--- config.mk ---
export PLATFORM = sky130hd
export DESIGN_NAME = ecc_sec_decoder
export DESIGN_NICKNAME = d
export VERILOG_FILES = /design/src/rtl/ecc_sec_pkg.sv /design/src/rtl/ecc_code_pack.sv /design/src/rtl/ecc_syn_classify.sv /design/src/rtl/ecc_rmw_ctrl.sv /design/src/rtl/ecc_sec_decoder.sv
export SDC_FILE = /design/constraint.sdc
export NUM_CORES = 1
export LEC_CHECK = 0
export ABC_AREA = 1
export BUFFER_PORTS_ARGS = -buffer_cell sky130_fd_sc_hd__buf_4
export CAP_MARGIN = 0
export CORE_UTILIZATION = 25
export DETAILED_ROUTE_END_ITERATION = 8
export PLACE_DENSITY = 0.6
export SYNTH_ARGS = -nofsm -noshare
export SYNTH_HDL_FRONTEND = slang
export SYNTH_SLANG_ARGS = --single-unit
--- constraint.sdc ---
create_clock -name clk_i -period 2.05 [get_ports clk_i]
set_clock_uncertainty 0.15 [all_clocks]
set_input_delay 0.41 -clock clk_i [delete_from_list [all_inputs] [get_ports clk_i]]
set_output_delay 0.41 -clock clk_i [all_outputs]
set_load 0.02 [all_outputs]
--- src/rtl/ecc_sec_pkg.sv ---
package ecc_sec_pkg;
  localparam int BYTE_W    = 8;
  localparam int BIT_IDX_W = 3;

  typedef enum logic [1:0] {
    ST_CLEAN    = 2'd0,
    ST_DATA_FIX = 2'd1,
    ST_CODE_ERR = 2'd2,
    ST_UNCORR   = 2'd3
  } ecc_status_e;
endpackage

--- src/rtl/ecc_code_pack.sv ---
module ecc_code_pack #(
  parameter int HALF_W = 12,
  parameter int HI_LSB = 16,
  localparam int RAW_W  = 2 * HI_LSB,
  localparam int CODE_W = 2 * HALF_W
) (
  input  logic [RAW_W-1:0]  raw_i,
  output logic [CODE_W-1:0] code_o
);
  // fold the two parity halves together, then invert
  assign code_o = ~{raw_i[HI_LSB+HALF_W-1:HI_LSB], raw_i[HALF_W-1:0]};
endmodule

--- src/rtl/ecc_syn_classify.sv ---
module ecc_syn_classify
  import ecc_sec_pkg::*;
#(
  parameter int HALF_W       = 12,
  parameter int SECTOR_BYTES = 512,
  localparam int CODE_W = 2 * HALF_W,
  localparam int OFF_W  = CODE_W - HALF_W - BIT_IDX_W
) (
  input  logic [CODE_W-1:0] syn_i,
  output ecc_status_e       status_o,
  output logic [OFF_W-1:0]  off_o,
  output logic [BYTE_W-1:0] mask_o
);
  logic [HALF_W-1:0]    lo, hi;
  logic [OFF_W-1:0]     off;
  logic [BIT_IDX_W-1:0] bidx;
  logic                 complementary, single_bit, in_range;

  assign lo            = syn_i[HALF_W-1:0];
  assign hi            = syn_i[CODE_W-1:HALF_W];
  assign off           = syn_i[CODE_W-1:HALF_W+BIT_IDX_W];
  assign bidx          = syn_i[HALF_W+BIT_IDX_W-1:HALF_W];
  assign complementary = &(lo ^ hi);
  assign single_bit    = (syn_i & (syn_i - 1'b1)) == '0;
  assign in_range      = 32'(off) < SECTOR_BYTES;

  always_comb begin
    status_o = ST_UNCORR;
    off_o    = '0;
    mask_o   = '0;
    if (syn_i == '0) begin
      status_o = ST_CLEAN;
    end else if (complementary) begin
      if (in_range) begin
        status_o = ST_DATA_FIX;
        off_o    = off;
        mask_o   = BYTE_W'(1) << bidx;
      end
    end else if (single_bit) begin
      status_o = ST_CODE_ERR;
    end
  end
endmodule

--- src/rtl/ecc_rmw_ctrl.sv ---
module ecc_rmw_ctrl (
  input  logic clk_i,
  input  logic rst_ni,
  input  logic start_i,
  input  logic fix_i,
  output logic accept_o,
  output logic busy_o,
  output logic done_o,
  output logic rd_o,
  output logic wr_o
);
  typedef enum logic [1:0] {S_IDLE, S_RD, S_WR, S_DONE} state_e;
  state_e state_q, state_d;

  assign accept_o = start_i && (state_q == S_IDLE);

  always_comb begin
    state_d = state_q;
    unique case (state_q)
      S_IDLE: if (start_i) state_d = fix_i ? S_RD : S_DONE;
      S_RD:   state_d = S_WR;
      S_WR:   state_d = S_DONE;
      S_DONE: state_d = S_IDLE;
      default: state_d = S_IDLE;
    endcase
  end

  always_ff @(posedge clk_i or negedge rst_ni) begin
    if (!rst_ni) state_q <= S_IDLE;
    else         state_q <= state_d;
  end

  assign busy_o = state_q != S_IDLE;
  assign done_o = state_q == S_DONE;
  assign rd_o   = state_q == S_RD;
  assign wr_o   = state_q == S_WR;
endmodule

--- src/rtl/ecc_sec_decoder.sv ---
module ecc_sec_decoder
  import ecc_sec_pkg::*;
#(
  parameter int HALF_W       = 12,
  parameter int HI_LSB       = 16,
  parameter int SECTOR_BYTES = 512,
  localparam int RAW_W  = 2 * HI_LSB,
  localparam int CODE_W = 2 * HALF_W,
  localparam int OFF_W  = CODE_W - HALF_W - BIT_IDX_W,
  localparam int ADDR_W = $clog2(SECTOR_BYTES)
) (
  input  logic              clk_i,
  input  logic              rst_ni,
  input  logic              start_i,
  input  logic              fix_en_i,
  input  logic [RAW_W-1:0]  raw_par_i,
  input  logic [CODE_W-1:0] stored_code_i,
  output logic              busy_o,
  output logic              done_o,
  output logic [1:0]        status_o,
  output logic [OFF_W-1:0]  byte_off_o,
  output logic [BYTE_W-1:0] bit_mask_o,
  output logic              mem_req_o,
  output logic              mem_we_o,
  output logic [ADDR_W-1:0] mem_addr_o,
  output logic [BYTE_W-1:0] mem_wdata_o,
  input  logic [BYTE_W-1:0] mem_rdata_i
);
  logic [CODE_W-1:0] calc_code, syn;
  ecc_status_e       cls_status, status_q;
  logic [OFF_W-1:0]  cls_off, off_q;
  logic [BYTE_W-1:0] cls_mask, mask_q;
  logic              accept, rd, wr;

  ecc_code_pack #(.HALF_W(HALF_W), .HI_LSB(HI_LSB)) u_pack (
    .raw_i (raw_par_i),
    .code_o(calc_code)
  );

  assign syn = calc_code ^ stored_code_i;

  ecc_syn_classify #(.HALF_W(HALF_W), .SECTOR_BYTES(SECTOR_BYTES)) u_cls (
    .syn_i   (syn),
    .status_o(cls_status),
    .off_o   (cls_off),
    .mask_o  (cls_mask)
  );

  ecc_rmw_ctrl u_ctrl (
    .clk_i   (clk_i),
    .rst_ni  (rst_ni),
    .start_i (start_i),
    .fix_i   (fix_en_i && (cls_status == ST_DATA_FIX)),
    .accept_o(accept),
    .busy_o  (busy_o),
    .done_o  (done_o),
    .rd_o    (rd),
    .wr_o    (wr)
  );

  always_ff @(posedge clk_i or negedge rst_ni) begin
    if (!rst_ni) begin
      status_q <= ST_CLEAN;
      off_q    <= '0;
      mask_q   <= '0;
    end else if (accept) begin
      status_q <= cls_status;
      off_q    <= cls_off;
      mask_q   <= cls_mask;
    end
  end

  assign status_o    = status_q;
  assign byte_off_o  = off_q;
  assign bit_mask_o  = mask_q;
  assign mem_req_o   = rd || wr;
  assign mem_we_o    = wr;
  assign mem_addr_o  = off_q[ADDR_W-1:0];
  assign mem_wdata_o = mem_rdata_i ^ mask_q;
endmodule


==> run metrics <==
pre-CTS setup slack -0.145 ns; Worst Max-Slew Pin Slew approximately 0.27 ns; slowest stage cell, crit path nor2_1; max frequency 537 MHz; post-DP HPWL around 6.5 mm; Die Width 101 um; WL final roughly 7.4 mm; largest buffer count on any clock path 2; Psw 0.703 mW; PortBufs between 90 and 100; commonest non-fill, non-tap cell in the layout nand2_1; core box area between 9000 and 10000 um2; PnR worst setup slack around 0.19 ns; final setup fails 0; H-Tree Depth 1; CP Data Required Time 2.04 ns; Final Hold Slack ~0.34 ns; worst skew pair latency 0.25 ns; GRT Overall Usage between 10% and 20%; Netlist Area Pre-Place between 2000 and 2500 um2; Via Count between 2000 and 3000; ANT nets after route 0; Ys Warns 0; Flop pwr share ~28%; Die Y roughly 100 um; crit path kind in -> reg; synthesized area per cell ~5.5 um2; syn nets just over 500; leakage 2.17 nW; max_cap viols 0; via count of the first global-routing pass ~2700; FF+latch count, synth 21; Overflow after GRT 0; Crit path largest cell delay roughly 0.19 ns; row cnt 35; Clock Pin Slew Worst Setup and Hold Paths ~0.070 ns; Min-Delay Path Class in -> reg; Fin. Hold Viols 0; Post-Syn Instances 441; Slew headroom just over 80%; Vias/cell roughly 4.1; full die area 10200 um2; switching share of power approximately two fifths; first-pass GRT wire length 12.2 mm; Yosys cell types 30; share of cells above drive strength 1 30.9%; Root Buffer Master clkbuf_8; Cell Chain, Critical Path buf_4 > inv_1 > nand2_1 > nand2_1 > nand2_1 > inv_1 > nand2_1 > nor2_1 > nand2_1 > nand2_1 > nand2_1 > nor2_1 > nand3_1 > o21ai_1 > nand2_1; Final TNS setup 0 ns; initial DRC count 78; Ports 108; clock sink count 21; first drt pass iteration count 6; Power Internal between 1 and 1.5 mW; Antenna Cells 0; largest net degree at the start of global routing 22; status completed; Gate power share a little under three fifths; most frequent cells in the layout nand2_1 (220), buf_4 (141), inv_1 (57); final net count roughly 650; power density over the cells between 400 and 500 nW/um2; initial antenna violation count 0; wire per inst 10.5 um; postcts setup bufs 0; Most Frequent Cell on Critical Path nand2_1; RSZ-0062 raised after global routing no; Final min period around 1.9 ns; starting density of the core 26.1%; final period utilization 90.9%; critical path startpoint category input port; Slew Limit Fails 0; # DRC 0; CTS buffer count 3; FILL cells ~1000; endpoint class of the critical path flop; Finished Core Util 39.1%; Worst EP arrival approximately 1.9 ns; Clock power frac 15.3%; CTS tree built; gpl congestion about 0.88; Seq/Total Area, Yosys 21.5%; CP Max Fanout 4; VDD IR max roughly 310 uV; area delta synth->final 50.2%
-- power groups by stage --
stage / Combinational, mW / Clock, mW / Sequential (mW)
5_1_grt: 1.09 / 0.287 / 0.489
3_5_place_dp: 0.973 / 0 / 0.490
6_report: 0.976 / 0.262 / 0.482
2_1_floorplan: 0.518 / 0 / 0.511
3_3_place_gp: 0.963 / 0 / 0.488
4_1_cts: 0.978 / 0.269 / 0.482
-- cells in the mapped netlist --
| cell | count | area, um2 |
|---|---|---|
| a22o_2 | 1 | 10.0 |
| a31oi_1 | 1 | 6.26 |
| buf_4 | 9 | 67.6 |
| buf_6 | 1 | 11.3 |
| clkbuf_1 | 2 | 7.51 |
| dfrtp_1 | 21 | 526 |
| ha_1 | 4 | 50.1 |
| inv_1 | 57 | 214 |
| inv_2 | 7 | 26.3 |
| nand2_1 | 221 | 830 |
| nand2_2 | 3 | 18.8 |
| nand3_1 | 16 | 80.1 |
| nand3_2 | 1 | 10.0 |
| nand3b_1 | 1 | 7.51 |
| nand4_1 | 4 | 25.0 |
| nor2_1 | 42 | 158 |
| nor2_2 | 2 | 12.5 |
| nor2_4 | 2 | 22.5 |
| nor3_1 | 1 | 5.00 |
| nor3b_2 | 1 | 12.5 |
| o21ai_0 | 7 | 35.0 |
| o21ai_1 | 6 | 30.0 |
| o21ai_2 | 9 | 78.8 |
| o21bai_1 | 1 | 7.51 |
| o22ai_1 | 1 | 6.26 |
| o31ai_1 | 2 | 15.0 |
| or2_1 | 1 | 6.26 |
| xnor2_1 | 5 | 43.8 |
| xor2_1 | 10 | 87.6 |
| xor2_2 | 2 | 32.5 |
-- registers in the layout (all words and copies together), names as in the netlist --
register / count
byte_off_o: 9
bit_mask_o: 8
status_o: 2
u_ctrl.state_q: 2
-- timing repair --
| action | CTS | global route |
|---|---|---|
| endpoints found under the hold margin | 21 | 0 |
| endpoints found under the setup margin | 0 | 10 |
| resized for setup | 0 | 6 |
| hold buffers | 1 | 0 |
-- worst paths after layout --
check                                               from                            end  depth (start not counted)  slack [ns]
setup / recovery                       stored_code_i[11]        status_o[0]$_DFFE_PN0P_                         15        0.19
hold / removal                                  fix_en_i  u_ctrl.state_q[1]$_DFFE_PN0P_                          4        0.34
setup reg to reg           u_ctrl.state_q[0]$_DFFE_PN0P_      byte_off_o[5]$_DFFE_PN0P_                          8        0.37
hold reg to reg                  status_o[0]$_DFFE_PN0P_        status_o[0]$_DFFE_PN0P_                          2        0.35
max in group asynchronous                         rst_ni      bit_mask_o[7]$_DFFE_PN0P_                          2        1.11
min in group asynchronous                         rst_ni  u_ctrl.state_q[0]$_DFFE_PN0P_                          2        0.43
-- layout make-up --
cell class | instances | area (um2) | share of cell area [%]
multi-input cells | 344 | 1610 | 43.8
repair buffers | 143 | 1090 | 29.7
flip-flops and latches | 21 | 526 | 14.3
inverters | 64 | 240 | 6.55
well taps | 129 | 161 | 4.40
clock buffers | 4 | 45.0 | 1.23
-- metrics by stage --
stage,area (um2),instances,total power [mW]
CTS,3650,705,1.73
global route,3670,705,1.87
detailed placement,3600,700,1.46
floorplan,2440,441,1.03
global placement,3600,700,1.45
finish,3670,705,1.72
-- worst max-delay path, delay by kind of cell --
family          cells  cell delay (ns)
simple gates       11             1.02
buf+inv             3             0.24
compound gates      1             0.16
-- routing by layer --
layer  track usage (%)  wire, um  vias to the layer above
li1                  -         -                     1589
met1              19.0      3510                     1240
met2              27.6      3520                       81
met3              1.46       347                        4
met4              2.34        39                        0
met5                 0         0                        -
-- kinds of logic after synthesis --
family,Yosys count,synth area share [%]
simple gates,295,48.6
flops,21,21.5
compound gates,28,7.74
xor+xnor,17,6.71
fa+ha+maj,4,2.05
buf+inv,76,13.4
No activity file was read; power rests on OpenSTA's default activity.
